==> src/rtl/sirq_pkg.sv <==
package sirq_pkg;

  localparam int NLINE = 11;

  typedef enum logic [2:0] {
    ST_IDLE,
    ST_KICK,
    ST_START,
    ST_TURN,
    ST_SLOT,
    ST_STOPW,
    ST_STOP
  } sirq_state_e;

  // interrupt number carried by parallel line i
  function automatic int line_irq(input int i);
    if (i < 5)       return i + 3;
    else if (i < 8)  return i + 4;
    else if (i == 8) return 12;
    else             return i + 5;
  endfunction

  // a slot is pulled low when enabled and the request is inactive
  function automatic logic slot_pull(input logic en, input logic req);
    return en & ~req;
  endfunction

  // low-run length check for a start pulse
  function automatic logic run_ok(input int cnt, input int lo, input int hi);
    return (cnt >= lo) && (cnt <= hi);
  endfunction

endpackage

==> src/rtl/sirq_sync.sv <==
module sirq_sync #(
  parameter int W = 11
) (
  input  logic         clk,
  input  logic         rst_n,
  input  logic [W-1:0] d,
  output logic [W-1:0] q
);
  logic [W-1:0] meta;

  always_ff @(posedge clk or negedge rst_n) begin
    if (!rst_n) begin
      meta <= '0;
      q    <= '0;
    end else begin
      meta <= d;
      q    <= meta;
    end
  end
endmodule

==> src/rtl/sirq_cfg.sv <==
module sirq_cfg #(
  parameter int LO_W = 8,
  parameter int HI_W = 3,
  parameter int DW   = 8
) (
  input  logic                 clk,
  input  logic                 rst_n,
  input  logic                 wr,
  input  logic                 addr,
  input  logic [DW-1:0]        wdata,
  output logic [DW-1:0]        rdata,
  output logic [LO_W+HI_W-1:0] line_dis
);
  logic [LO_W-1:0] mask_lo;
  logic [HI_W-1:0] mask_hi;
  logic            unused_wbits;

  assign unused_wbits = ^wdata[DW-1:HI_W];

  always_ff @(posedge clk or negedge rst_n) begin
    if (!rst_n) begin
      mask_lo <= '0;
      mask_hi <= '0;
    end else if (wr) begin
      if (!addr) mask_lo <= wdata[LO_W-1:0];
      else       mask_hi <= wdata[HI_W-1:0];
    end
  end

  assign rdata    = addr ? {{(DW-HI_W){1'b0}}, mask_hi} : mask_lo;
  assign line_dis = {mask_hi, mask_lo};
endmodule

==> src/rtl/sirq_frame.sv <==
module sirq_frame
  import sirq_pkg::*;
#(
  parameter int NSLOT     = 16,
  parameter int SW        = $clog2(NSLOT),
  parameter int START_MIN = 4,
  parameter int START_MAX = 8,
  parameter int CNT_W     = 4
) (
  input  logic          clk,
  input  logic          rst_n,
  input  logic          line_i,
  input  logic          kick_req,
  output sirq_state_e   st,
  output logic [SW-1:0] slot,
  output logic [1:0]    ph,
  output logic          quiet
);
  localparam logic [SW-1:0]    LAST_SLOT = SW'(NSLOT - 1);
  localparam logic [CNT_W-1:0] CNT_ONE   = CNT_W'(1);
  localparam logic [CNT_W-1:0] STOP_QT   = CNT_W'(2);
  localparam logic [CNT_W-1:0] STOP_CT   = CNT_W'(3);

  logic [CNT_W-1:0] low_cnt;

  always_ff @(posedge clk or negedge rst_n) begin
    if (!rst_n) begin
      st      <= ST_IDLE;
      slot    <= '0;
      ph      <= '0;
      quiet   <= 1'b0;
      low_cnt <= '0;
    end else begin
      case (st)
        ST_IDLE: begin
          if (quiet && kick_req && line_i) begin
            st <= ST_KICK;
          end else if (!line_i) begin
            st      <= ST_START;
            low_cnt <= CNT_ONE;
          end
        end
        ST_KICK: begin
          if (!line_i) begin
            st      <= ST_START;
            low_cnt <= CNT_ONE;
          end else begin
            st <= ST_IDLE;
          end
        end
        ST_START: begin
          if (!line_i) begin
            if (low_cnt != '1) low_cnt <= low_cnt + CNT_ONE;
          end else if (run_ok(int'(low_cnt), START_MIN, START_MAX)) begin
            st <= ST_TURN;
          end else begin
            st <= ST_IDLE;
          end
        end
        ST_TURN: begin
          st   <= ST_SLOT;
          slot <= '0;
          ph   <= 2'd0;
        end
        ST_SLOT: begin
          if (ph != 2'd2) begin
            ph <= ph + 2'd1;
          end else begin
            ph <= 2'd0;
            if (slot == LAST_SLOT) st <= ST_STOPW;
            else                   slot <= slot + 1'b1;
          end
        end
        ST_STOPW: begin
          if (!line_i) begin
            st      <= ST_STOP;
            low_cnt <= CNT_ONE;
          end
        end
        ST_STOP: begin
          if (!line_i) begin
            if (low_cnt != '1) low_cnt <= low_cnt + CNT_ONE;
          end else begin
            if (low_cnt == STOP_QT)      quiet <= 1'b1;
            else if (low_cnt == STOP_CT) quiet <= 1'b0;
            st <= ST_IDLE;
          end
        end
        default: st <= ST_IDLE;
      endcase
    end
  end
endmodule

==> src/rtl/sirq_serializer.sv <==
module sirq_serializer
  import sirq_pkg::*;
#(
  parameter int NSLOT     = 16,
  parameter int START_MIN = 4,
  parameter int START_MAX = 8,
  parameter int CNT_W     = 4
) (
  input  logic             clk,
  input  logic             rst_n,
  input  logic [NLINE-1:0] irq_lines,
  input  logic             cfg_wr,
  input  logic             cfg_addr,
  input  logic [7:0]       cfg_wdata,
  output logic [7:0]       cfg_rdata,
  input  logic             sirq_i,
  output logic             sirq_o,
  output logic             sirq_oe
);
  localparam int SW = $clog2(NSLOT);

  logic [NLINE-1:0] irq_s;
  logic [NLINE-1:0] line_dis;
  logic [NLINE-1:0] last_rep;
  logic [NSLOT-1:0] slot_en;
  logic [NSLOT-1:0] slot_req;
  sirq_state_e      st;
  logic [SW-1:0]    slot;
  logic [1:0]       ph;
  logic             quiet;
  logic             kick_req;
  logic             drove_r;

  // named events for the checker
  logic in_slot;
  logic kick_now;
  logic slot_en_cur;
  logic pull_now;

  sirq_sync #(.W(NLINE)) u_sync (
    .clk(clk), .rst_n(rst_n), .d(irq_lines), .q(irq_s)
  );

  sirq_cfg #(.LO_W(8), .HI_W(3), .DW(8)) u_cfg (
    .clk(clk), .rst_n(rst_n), .wr(cfg_wr), .addr(cfg_addr),
    .wdata(cfg_wdata), .rdata(cfg_rdata), .line_dis(line_dis)
  );

  sirq_frame #(
    .NSLOT(NSLOT), .SW(SW), .START_MIN(START_MIN),
    .START_MAX(START_MAX), .CNT_W(CNT_W)
  ) u_frame (
    .clk(clk), .rst_n(rst_n), .line_i(sirq_i), .kick_req(kick_req),
    .st(st), .slot(slot), .ph(ph), .quiet(quiet)
  );

  // scatter the sparse line set onto slot numbers
  always_comb begin
    slot_en  = '0;
    slot_req = '0;
    for (int i = 0; i < NLINE; i++) begin
      slot_en[line_irq(i)]  = ~line_dis[i];
      slot_req[line_irq(i)] = irq_s[i];
    end
  end

  assign in_slot     = (st == ST_SLOT);
  assign kick_now    = (st == ST_KICK);
  assign slot_en_cur = slot_en[slot];
  assign pull_now    = in_slot && (ph == 2'd0) && slot_pull(slot_en_cur, slot_req[slot]);
  assign kick_req    = |((irq_s ^ last_rep) & ~line_dis);

  always_ff @(posedge clk or negedge rst_n) begin
    if (!rst_n) begin
      drove_r  <= 1'b0;
      last_rep <= '0;
    end else begin
      if (in_slot && ph == 2'd0) drove_r <= pull_now;
      for (int i = 0; i < NLINE; i++) begin
        if (in_slot && ph == 2'd0 && slot == SW'(line_irq(i)))
          last_rep[i] <= irq_s[i];
      end
    end
  end

  assign sirq_oe = kick_now || pull_now || (in_slot && ph == 2'd1 && drove_r);
  assign sirq_o  = in_slot && (ph == 2'd1);
endmodule

==> config.mk <==
export PLATFORM = sky130hd
export DESIGN_NAME = sirq_serializer
export DESIGN_NICKNAME = d
export VERILOG_FILES = /design/src/rtl/sirq_pkg.sv /design/src/rtl/sirq_sync.sv /design/src/rtl/sirq_cfg.sv /design/src/rtl/sirq_frame.sv /design/src/rtl/sirq_serializer.sv
export SDC_FILE = /design/constraint.sdc
export NUM_CORES = 1
export LEC_CHECK = 0
export BUFFER_PORTS_ARGS = -buffer_cell sky130_fd_sc_hd__buf_4
export CORE_AREA = 2 2 56 97
export CTS_BUF_LIST = sky130_fd_sc_hd__clkbuf_8
export DETAILED_ROUTE_END_ITERATION = 10
export DIE_AREA = 0 0 58 99
export PLACE_DENSITY = 0.79
export SYNTH_ARGS = -nofsm -noshare
export SYNTH_HDL_FRONTEND = slang
export SYNTH_SLANG_ARGS = --single-unit
==> constraint.sdc <==
create_clock -name clk -period 4.1 [get_ports clk]
set_input_delay 1.23 -clock clk [delete_from_list [all_inputs] [get_ports clk]]
set_output_delay 1.23 -clock clk [all_outputs]
set_load 0.05 [all_outputs]
# [Yosys cells after proc, flatten, opt, wreduce, memory -nomap -nowiden]
# Index checks and enable logic that the tools add are counted.
[classes] n_addsub=3 reduce_logical=34 n_bitwise=17 magnitude_cmp=3 eq_ne=32 n_mux=27
[op_table] operator="== test 4 bit (second input constant)" n=6
[op_table] operator="two-way mux 4 bit" n=6
[op_table] operator="two-way mux 3 bit" n=7
[op_table] operator="case mux 3 bit (7 select lines)" n=1
[op_table] operator="logical AND 1 bit" n=18
[op_table] operator="== test 4 x 3 -> 1 bit (second input constant)" n=4
[op_table] operator="!= test 2 bit (second input constant)" n=8
[op_table] operator="NOT 1 bit" n=13
[op_table] operator="== test 4 x 2 -> 1 bit (second input constant)" n=3
[op_table] operator="case mux 4 bit (3 select lines)" n=1
[op_table] operator="bitwise AND 11 bit" n=1
[op_table] operator="NOT 11 bit" n=1
[op_table] operator="OR reduction 11 bit" n=1
[op_table] operator="XOR 11 bit" n=1
[op_table] operator="== test 3 bit (second input constant)" n=3
[op_table] operator="adder 4 x 1 -> 4 bit (second input constant)" n=2
[op_table] operator="binary-select mux 1 bit (select 4 bit)" n=2
[op_table] operator="two-way mux 8 bit" n=1
[op_table] operator="case mux 4 bit (2 select lines)" n=1
[op_table] operator="== test 3 x 2 -> 1 bit (second input constant)" n=2
[op_table] operator="two-way mux 2 bit" n=3
[op_table] operator="AND reduction 3 bit" n=2
[op_table] operator="AND reduction 6 bit" n=1
[op_table] operator="less-than comparator 4 x 5 -> 1 bit (second input constant)" n=1
[op_table] operator="other kinds (19)" n=27
[totals] elab_cells=137 reg_bits=59 output_inout_bits=10 in_bits=24

# [Longest topological paths before layout]
# Gate-level depths: netlist of run 1.
[depth] ltp_word=7 depth_mapped=7

# [Modules after synthesis]
# Synthesis of run 1 repeated with hierarchy kept, for this count alone.
[unflattened] cells_unflattened=236 area_unflattened_um2=2825.2
[by_module_without_submodules] module="sirq_frame" seq_area_each_um2=350.3 n_inst=1 cells_each=92 area_each_um2=883.3
[by_module_without_submodules] module="sirq_serializer" seq_area_each_um2=300.3 n_inst=1 cells_each=88 area_each_um2=840.8
[by_module_without_submodules] module="sirq_cfg" seq_area_each_um2=275.3 n_inst=1 cells_each=34 area_each_um2=550.5
[by_module_without_submodules] module="sirq_sync" seq_area_each_um2=550.5 n_inst=1 cells_each=22 area_each_um2=550.5

# [Worst setup path after synthesis of run 1]
# OpenSTA, ideal clock, no wires.
[synth_path] path_kind="input -> output" startpoint="in cfg_addr" endpoint="out cfg_rdata[3]" required_ns=2.870 arrival_ns=2.142 path_buffers=1 slack_ns=0.728 cell_stages=2 path_cell_list="clkbuf_1 -> nor2b_1"
[synth_via] elab_chain_len=1
[synth_lines] item="from (decl)" line="sirq_serializer.sv:13" rtl="input logic cfg_addr,"
[synth_lines] item="two-way mux 8 bit" line="sirq_cfg.sv:30" rtl="assign rdata = addr ? {{(DW-HI_W){1'b0}}, mask_hi} : mask_lo;"
[synth_lines] item="to (decl)" line="sirq_serializer.sv:15" rtl="output logic [7:0] cfg_rdata,"
# Every way passes these cells.

# [Final worst setup path of run 1]
[layout_path] startpoint="reg u_frame.slot[0]" endpoint="out sirq_oe"
[layout_via] elab_chain_len=7 word_cells_on_any_way=9 classes_between="mux (4); bitwise (2); reduce/logical (3)"
[layout_lines] item="from (decl)" line="sirq_frame.sv:15" rtl="output logic [SW-1:0] slot,"
[layout_lines] item="from (signal assigned)" line="sirq_frame.sv:71" rtl="else slot <= slot + 1'b1;"
[layout_lines] item="binary-select mux 1 bit (select 4 bit)" line="sirq_serializer.sv:70" rtl="assign pull_now = in_slot && (ph == 2'd0) && slot_pull(slot_en_cur, slot_req[slot]);"
[layout_lines] item="two-way mux 1 bit (not written as such)" line="sirq_serializer.sv:70"
[layout_lines] item="NOT 1 bit" line="sirq_pkg.sv:25" rtl="return en & ~req;"
[layout_lines] item="bitwise AND 1 bit (*)" line="sirq_pkg.sv:25"
[layout_lines] item="logical AND 1 bit (*)" line="sirq_serializer.sv:70"
[layout_lines] item="logical OR 1 bit (*) (2 in a row)" line="sirq_serializer.sv:86" rtl="assign sirq_oe = kick_now || pull_now || (in_slot && ph == 2'd1 && drove_r);"
[layout_lines] item="to (decl)" line="sirq_serializer.sv:18" rtl="output logic sirq_oe"
# Every way passes the cells marked *; elsewhere a longest branch is shown, timed or not. The select of a mux whose other input is x is not followed.

==> flow_summary.toml, run 1 <==
[timing]
final-setup-viol-count = 0
fin_setup_tns_ps = 0
period_share = 0.920
rsz0062_at_grt = "no"
hold_viol = 0
worst_pin_slew_ps = 733
finClkSkew_ps = 6.49
setup_ws_ps = 330
max_clock_freq_mhz = 265
slew_headroom = 0.512
finalCriticalPeriod_ps = 3770
slew_viol_final = 0

[worst_hold_path]
hp-class = "reg -> reg"

[cells_and_area]
syn2layout_area_growth_pct = 17.9
seq_area_sq_mm = 0.00148
fillers = 384
n_antenna_cell = 0
final_area_sq_mm = 0.00339
final_nets = 324
drive_above_1_share = 0.272
multi_input_area_sq_mm = 0.00132

[cts]
hold_buffers = 0
cts.repair.resized = 0
clockBufferDepth = 2
clock-root-buffer = "clkbuf_8"
cts.sink_count = 59
clock_latency_ps = 330
htree_levels = 3
tritoncts = "done"
cts_setup_buffers = 0
cts_buffers = 9
path_clk_slew_ps = 70

[detailed_routing]
ant_nets = 0
first_iter_violations = 92
wire_per_inst_um = 17.2
dr.pass1.iters = 5
wirelength_mm = 6.04
vias = 2107
routed_via_density = 5.99
remaining_drc_errors = 0

[floorplanning]
fp.dieW_um = 58
die_area_sq_mm = 0.00574
die_h_um = 99
coreArea_sq_mm = 0.00493
pin_count = 34
initial_core_util = 0.584
rows = 34

[power_and_ir_drop]
powerDensity_mw_per_mm2 = 542
power.static_leakage_nw = 1.49
swShare = 0.320
p_comb_frac = 0.244
p_clk_frac = 0.348
p_sw_uw = 588
p_seq_frac = 0.408
irDropWorstVdd_mv = 0.461
p_int_mw = 1.25

[logic_synthesis]
synth_seq_area_share = 0.513
synthXorXnorAreaFrac = 0.0334
synthesis.area_sq_mm = 0.00288
synth_edf_count = 0
synth_compound_gate_area_share = 0.126
synth_ff_type = "dfrtp_1"
synthSimpleGateAreaFrac = 0.169
ys_seq_elements = 59
synthCells = 260
synth_fa_ha_area_frac = 0.0304
syn_nets = 291
synth.mux.area_fraction = 0.102
yosysUniqueCellTypes = 51
syn_avg_cell_area_sq_um = 11.1
ys_warn_count = 0
synthArstFlopShare = 1.00
synth_top_family_by_area = "simple AND/OR/NAND/NOR gates"

[setup_path]
arrival_ps = 2540
cp-start-kind = "flip-flop"
crit_slowest_cell = "or4b_2"
worstPathRequired_ps = 2870
cp_cell_sequence = "or4b_2, o31ai_1, o32ai_1, a221oi_1, o21bai_1, buf_4"
critPathKind = "reg -> out"
cp_top_family = "compound AO/OA/AOI/OAI gates"
cp_slowest_stage_delay_ps = 620
cp-end-kind = "output pin"
r2r_setup_slack_ps = 1770
worstPathMaxFanout = 14
crit_buf_inv = 1

[placed_design]
io_buffers = 33
dpl.hpwl_mm = 4.38
gp_congestion = 0.792
place_ws_ps = 695
placed_area_sq_mm = 0.00315

[global_route]
grt-ovfl-total = 0
grt_max_degree = 60
grt_pass1_wl_mm = 10.1
grt_pass1_vias = 2186
grtUsageTotal = 0.236
antenna_found_initial = 0

[run_status]
status = "complete, no violations"

[flow_run]
cap_violations = 0
-- logic make-up (layout without fill, tap and decap cells) --
logic type | Yosys count | count (layout)
XOR/XNOR | 11 | 11
adder cells (fa/ha/maj) | 7 | 7
AO/OA/AOI/OAI | 55 | 55
buffers and inverters | 19 | 57
AND/OR/NAND/NOR | 84 | 84
multiplexers | 25 | 25
flip-flops | 59 | 59
-- metal layers --
metal  track usage  routed length (um)
met5             0                   0
met4         0.145                 277
met3        0.0551                 221
met2         0.399                3350
met1         0.261                2200
-- power groups by stage --
| stage | Sequential [mW] | Clock [mW] | Combinational [mW] |
|---|---|---|---|
| finish | 0.750 | 0.640 | 0.449 |
| global route | 0.762 | 0.672 | 0.504 |
| CTS | 0.749 | 0.648 | 0.451 |
| detailed placement | 0.759 | 0 | 0.450 |
| global placement | 0.758 | 0 | 0.438 |
| floorplan | 0.718 | 0 | 0.353 |
-- state kept, by name (all words and copies together), names as in the netlist --
| signal | cells |
|---|---|
| last_rep | 11 |
| u_sync.meta | 11 |
| u_sync.q | 11 |
| u_cfg.mask_lo | 8 |
| u_frame.low_cnt | 4 |
| u_frame.slot | 4 |
| u_cfg.mask_hi | 3 |
| u_frame.st | 3 |
| u_frame.ph | 2 |
| drove_r | 1 |
| u_frame.quiet | 1 |
-- cell usage in the layout (no fill, tap or decap), drive strengths merged, types with 7 or more instances in the layout --
| cell type | synthesis | routed |
|---|---|---|
| dfrtp | 59 | 59 |
| buf | 3 | 35 |
| mux2 | 25 | 25 |
| nand2 | 17 | 17 |
| nor2 | 17 | 17 |
| o21ai | 13 | 13 |
| a21oi | 12 | 12 |
| nor2b | 11 | 11 |
| xnor2 | 11 | 11 |
| clkbuf | 10 | 10 |
| nor3 | 9 | 9 |
| inv | 6 | 7 |
| nand3 | 7 | 7 |
| ha | 7 | 7 |
-- Yosys cell counts (all sizes together), types with 4 or more instances --
master	count	area [sq um]
dfrtp	59	1480
mux2	25	293
nand2	17	63.8
nor2	17	71.3
o21ai	13	65.1
a21oi	12	60.1
nor2b	11	68.8
xnor2	11	96.3
clkbuf	10	37.5
nor3	9	56.3
ha	7	87.6
nand3	7	35.0
inv	6	22.5
a21o	4	30.0
o22ai	4	25.0
-- cell type report --
cell class / instances / area share
well taps: 54 / 0.0199
inverters: 6 / 0.00663
repair buffers: 35 / 0.0774
multi-input cells: 182 / 0.390
flip-flops and latches: 59 / 0.435
clock buffers: 10 / 0.0405
clock inverters: 6 / 0.0306
-- final timing paths --
check,start,to,cells after the start
min,u_sync.meta[2],u_sync.q[2],0
min in group asynchronous,rst_n,u_sync.meta[6],1
max in group asynchronous,rst_n,u_sync.q[1],1
max,u_frame.slot[0],sirq_oe,6
min reg2reg,u_sync.meta[2],u_sync.q[2],0
max reg2reg,u_frame.st[2],last_rep[4],4
-- worst register-to-register path: stages (launching register included) --
cell and delay, ps:
dfrtp_1 630, or3b_4 470, or3_4 390, nor3_1 350
mux2_2 380
-- per-stage QoR --
stage	utilization	power, mW	cells	hold WS [ps]
after CTS	0.688	1.85	352	351
after global placement	0.639	1.20	336	332
after global routing	0.688	1.94	352	356
final	0.688	1.84	352	348
after floorplan	-	1.07	260	331
after detailed placement	0.639	1.21	336	335
No activity file was read; power rests on OpenSTA's default activity.
==> run 2: changes to the inputs <==
--- a/config.mk
+++ b/config.mk
@@ -6,10 +6,10 @@
 export NUM_CORES = 1
 export LEC_CHECK = 0
 export BUFFER_PORTS_ARGS = -buffer_cell sky130_fd_sc_hd__buf_4
-export CORE_AREA = 2 2 56 97
+export CORE_AREA = 2 2 73 75
 export CTS_BUF_LIST = sky130_fd_sc_hd__clkbuf_8
 export DETAILED_ROUTE_END_ITERATION = 10
-export DIE_AREA = 0 0 58 99
+export DIE_AREA = 0 0 75 77
 export PLACE_DENSITY = 0.79
 export SYNTH_ARGS = -nofsm -noshare
 export SYNTH_HDL_FRONTEND = slang
==> run 2 against run 1 <==
  * Power decreased by 5.8%
  * Combinational power about the same
  * Clock skew increased by 1.4 ps
  * Highest routed layer unchanged
==> flow_summary.toml, run 2 (same netlist as run 1, synthesis figures left out) <==
[floorplanning]
fp.dieW_um = 75
pin_count = 34
coreArea_sq_mm = 0.00498
die_area_sq_mm = 0.00578
initial_core_util = 0.579
die_h_um = 77
rows = 26

[run_status]
status = "complete, no violations"

[setup_path]
critPathKind = "reg -> out"
crit_slowest_cell = "dfrtp_1"
cp-end-kind = "output pin"
worstPathMaxFanout = 19
worstPathRequired_ps = 2870
arrival_ps = 2590
cp_slowest_stage_delay_ps = 660
cp_cell_sequence = "or3b_4, nor3_4, o31ai_1, a221oi_1, o21bai_1, buf_4"
cp-start-kind = "flip-flop"

[timing]
slew_headroom = 0.512
hold_slack_ps = 354
finalCriticalPeriod_ps = 3820
finClkSkew_ps = 7.91
worst_pin_slew_ps = 731
slew_viol_final = 0
max_clock_freq_mhz = 261
hold_viol = 0
rsz0062_at_grt = "no"
period_share = 0.933
final-setup-viol-count = 0
fin_setup_tns_ps = 0

[placed_design]
dpl.hpwl_mm = 4.07
gp_congestion = 0.845
io_buffers = 33

[flow_run]
cap_violations = 0

[cts]
cts_setup_buffers = 0
clock-root-buffer = "clkbuf_8"
cts_buffers = 9
clock_latency_ps = 350
path_clk_slew_ps = 70
cts.sink_count = 59
htree_levels = 3
tritoncts = "done"
clockBufferDepth = 2
hold_buffers = 0
cts.repair.resized = 0

[cells_and_area]
final_nets = 324
seq_area_sq_mm = 0.00148
multi_input_area_sq_mm = 0.00132
n_antenna_cell = 0
post-route-util = 0.678
final_cell_mix = "59 x dfrtp_1, 35 x buf_4, 22 x mux2_2"
drive_above_1_share = 0.275
layout_commonest_cell = "dfrtp_1"
syn2layout_area_growth_pct = 17.1
reg.largest.list = "last_rep: 11 flops, u_sync.meta: 11 flops, u_sync.q: 11 flops"
fillers = 372

[global_route]
grt_pass1_vias = 2045
antenna_found_initial = 0
grtUsageTotal = 0.229
grt-ovfl-total = 0
grt_max_degree = 60
grt_pass1_wl_mm = 9.86

[detailed_routing]
remaining_drc_errors = 0
wirelength_mm = 5.99
routed_via_density = 5.73
wire_per_inst_um = 16.3
vias = 2109
first_iter_violations = 168
dr.pass1.iters = 4
ant_nets = 0

[worst_hold_path]
hp-class = "reg -> reg"

[power_and_ir_drop]
power.static_leakage_nw = 1.46
irDropWorstVdd_mv = 0.394
powerDensity_mw_per_mm2 = 514
p_total_mw = 1.73
run 2: cell types whose count changed in the layout (fill, tap and decap cells not counted), sizes merged:
cell	before	now
bufinv	3	1
clkinvlp	0	2
clkbuf	10	9
inv	7	8
run 2: worst paths after layout:
path | startpoint | depth (start not counted) | to | slack (ps)
setup / recovery | u_frame.st[2] | 6 | sirq_oe | 280
hold / removal | u_sync.meta[0] | 0 | u_sync.q[0] | 350
setup reg to reg | u_frame.st[2] | 5 | last_rep[5] | 1730
hold reg to reg | u_sync.meta[0] | 0 | u_sync.q[0] | 350
max in group asynchronous | rst_n | 1 | last_rep[9] | 2690
min in group asynchronous | rst_n | 1 | u_frame.low_cnt[0] | 920
run 2: per-stage QoR:
| stage | instances | instance area, sq um | setup slack (ps) |
|---|---|---|---|
| 6_report | 368 | 3370 | 275 |
| 5_1_grt | 368 | 3370 | 48.5 |
| 4_1_cts | 368 | 3370 | 269 |
| 3_5_place_dp | 352 | 3170 | 684 |
| 3_3_place_gp | 352 | 3170 | 730 |
| 2_1_floorplan | 260 | 2880 | 728 |
run 2: metal layers:
layer | GRT usage | wire, um
met1 | 0.306 | 2620
met2 | 0.341 | 2970
met3 | 0.0788 | 309
met4 | 0.0911 | 91
met5 | 0 | 0
run 2: final cells by class:
class	instances	share of cell area
tap	70	0.0260
clock inverter	7	0.0226
sequential	59	0.438
multi-input combinational	182	0.392
timing repair buffer	35	0.0779
inverter	6	0.00668
clock buffer	9	0.0367
run 2: worst max-delay path: cells and delay by family (launching register included):
family / cells / cell delay [ps]
buf+inv: 1 / 220
compound gates: 3 / 650
flops: 1 / 660
simple gates: 2 / 710
run 2: report_power, final:
| part | switching (mW) | internal, mW | total, mW | leakage, nW |
|---|---|---|---|---|
| Combinational | 0.266 | 0.185 | 0.451 | 0.628 |
| Sequential | 0.102 | 0.650 | 0.751 | 0.739 |
| Clock | 0.247 | 0.284 | 0.531 | 0.0962 |
| Total | 0.614 | 1.12 | 1.73 | 1.46 |
==> run 3: changes to the inputs <==
--- a/config.mk
+++ b/config.mk
@@ -6,11 +6,13 @@
 export NUM_CORES = 1
 export LEC_CHECK = 0
 export BUFFER_PORTS_ARGS = -buffer_cell sky130_fd_sc_hd__buf_4
-export CORE_AREA = 2 2 73 75
+export CELL_PAD_IN_SITES_DETAIL_PLACEMENT = 1
+export CELL_PAD_IN_SITES_GLOBAL_PLACEMENT = 2
+export CORE_AREA = 2 2 85 87
 export CTS_BUF_LIST = sky130_fd_sc_hd__clkbuf_8
 export DETAILED_ROUTE_END_ITERATION = 10
-export DIE_AREA = 0 0 75 77
-export PLACE_DENSITY = 0.79
+export DIE_AREA = 0 0 87 89
+export PLACE_DENSITY_LB_ADDON = 0.1
 export SYNTH_ARGS = -nofsm -noshare
 export SYNTH_HDL_FRONTEND = slang
 export SYNTH_SLANG_ARGS = --single-unit
==> run 3 against run 2 <==
  * Sequential power is 2.8% lower
  * Register-to-register slack better by 280 ps
  * Critical path depth stayed put
  * Cell area is 0.30% higher
  * Flip-flop and latch count stayed put
  * Global-route usage is 3.9 points lower
  * Core utilization is 17 points lower
  * Highest routed layer unchanged
==> flow_summary.toml, run 3 (same netlist as run 1, synthesis figures left out) <==
[run_status]
status = "complete, no violations"

[detailed_routing]
vias = 2068
dr.pass1.iters = 4
wire_per_inst_um = 17.5
routed_via_density = 5.44
remaining_drc_errors = 0
ant_nets = 0
first_iter_violations = 54
wirelength_mm = 6.66

[timing]
final-setup-viol-count = 0
finClkSkew_ps = 8.91
finalCriticalPeriod_ps = 3830
max_clock_freq_mhz = 261
rsz0062_at_grt = "no"
hold_viol = 0
worst_pin_slew_ps = 780
slew_headroom = 0.479
period_share = 0.933
fin_setup_tns_ps = 0
slew_viol_final = 0

[setup_path]
critPathKind = "reg -> out"
cp-start-kind = "flip-flop"
crit_slowest_cell = "or4b_2"
cp_cell_sequence = "or4b_2, o31ai_1, o32ai_1, a221oi_1, o21bai_1, buf_4"
cp-end-kind = "output pin"
worstPathMaxFanout = 14
worstPathRequired_ps = 2870
cp_slowest_stage_delay_ps = 630
arrival_ps = 2600

[global_route]
grt-ovfl-total = 0
grtUsageTotal = 0.191
antenna_found_initial = 0
grt_max_degree = 60
grt_pass1_wl_mm = 11.1
grt_pass1_vias = 2154

[floorplanning]
die_h_um = 89
initial_core_util = 0.429
die_area_sq_mm = 0.00774
rows = 30
fp.dieW_um = 87
coreArea_sq_mm = 0.00672
pin_count = 34

[cts]
hold_buffers = 0
clock-root-buffer = "clkbuf_8"
clock_latency_ps = 350
tritoncts = "done"
cts.sink_count = 59
cts_setup_buffers = 0
cts_buffers = 9
path_clk_slew_ps = 80
clockBufferDepth = 2
htree_levels = 3
cts.repair.resized = 0

[flow_run]
cap_violations = 0

[worst_hold_path]
hp-class = "reg -> reg"

[cells_and_area]
fillers = 752
post-route-util = 0.504
reg.largest.list = "last_rep: 11 flops, u_sync.meta: 11 flops, u_sync.q: 11 flops"
final_nets = 326
drive_above_1_share = 0.280
syn2layout_area_growth_pct = 17.5
n_antenna_cell = 0
final_cell_mix = "59 x dfrtp_1, 37 x buf_4, 22 x mux2_2"
layout_commonest_cell = "dfrtp_1"

[placed_design]
dpl.hpwl_mm = 4.74
gp_congestion = 0.776
io_buffers = 33

[power_and_ir_drop]
power.static_leakage_nw = 1.47
irDropWorstVdd_mv = 0.238
powerDensity_mw_per_mm2 = 507
run 3: cell count changes in the layout (fill, tap and decap cells not counted), sizes merged:
cell,change
inv,+2
buf,+2
bufinv,-1
clkinvlp,-1
run 3: worst paths after layout:
| path | depth (start not counted) | startpoint | end | slack [ps] |
|---|---|---|---|---|
| setup / recovery | 6 | u_frame.slot[0] | sirq_oe | 270 |
| min in group asynchronous | 1 | rst_n | u_frame.low_cnt[2] | 920 |
| hold / removal | 0 | u_sync.meta[7] | u_sync.q[7] | 350 |
| max in group asynchronous | 1 | rst_n | u_frame.st[2] | 2670 |
| hold reg to reg | 0 | u_sync.meta[7] | u_sync.q[7] | 350 |
| setup reg to reg | 5 | u_frame.slot[0] | u_frame.st[0] | 2010 |
run 3: layout make-up:
type | count | area (sq um) | share of cell area
Timing Repair Buffer | 37 | 278 | 0.0821
Multi-Input combinational cell | 182 | 1320 | 0.391
Clock buffer | 9 | 124 | 0.0366
Inverter | 6 | 22.5 | 0.00666
Sequential cell | 59 | 1480 | 0.436
Tap cell | 80 | 100 | 0.0296
Clock inverter | 7 | 58.8 | 0.0174
run 3: per-stage QoR:
step	hold WS [ps]	instance area (sq um)	worst slack (ps)	total power [mW]	instances
6_report	353	3380	273	1.72	380
4_1_cts	357	3380	239	1.75	380
3_3_place_gp	333	3200	672	1.22	364
3_5_place_dp	336	3200	632	1.23	364
5_1_grt	365	3380	150	1.83	380
2_1_floorplan	331	2880	728	1.07	260
run 3: metal layers:
layer | global-route usage | wire, um | share of wire | up-vias
li1 | - | - | - | 1011
met1 | 0.256 | 3270 | 0.49 | 1024
met2 | 0.300 | 3100 | 0.46 | 23
met3 | 0.0499 | 184 | 0.028 | 10
met4 | 0.0682 | 112 | 0.017 | 0
met5 | 0 | 0 | 0 | -
run 3: critical path: cells and delay by family, from the launching register on:
family | cells | cell delay (ps)
AOI/OAI and AO/OA | 4 | 800
DFF | 1 | 610
and+or+nand+nor | 1 | 630
buffers and inverters | 1 | 210
run 3: where the power goes:
| group | internal, mW | leakage (nW) | switching [mW] |
|---|---|---|---|
| clock network | 0.229 | 0.0925 | 0.267 |
| logic | 0.191 | 0.639 | 0.299 |
| registers | 0.650 | 0.739 | 0.0804 |
| total | 1.07 | 1.47 | 0.646 |
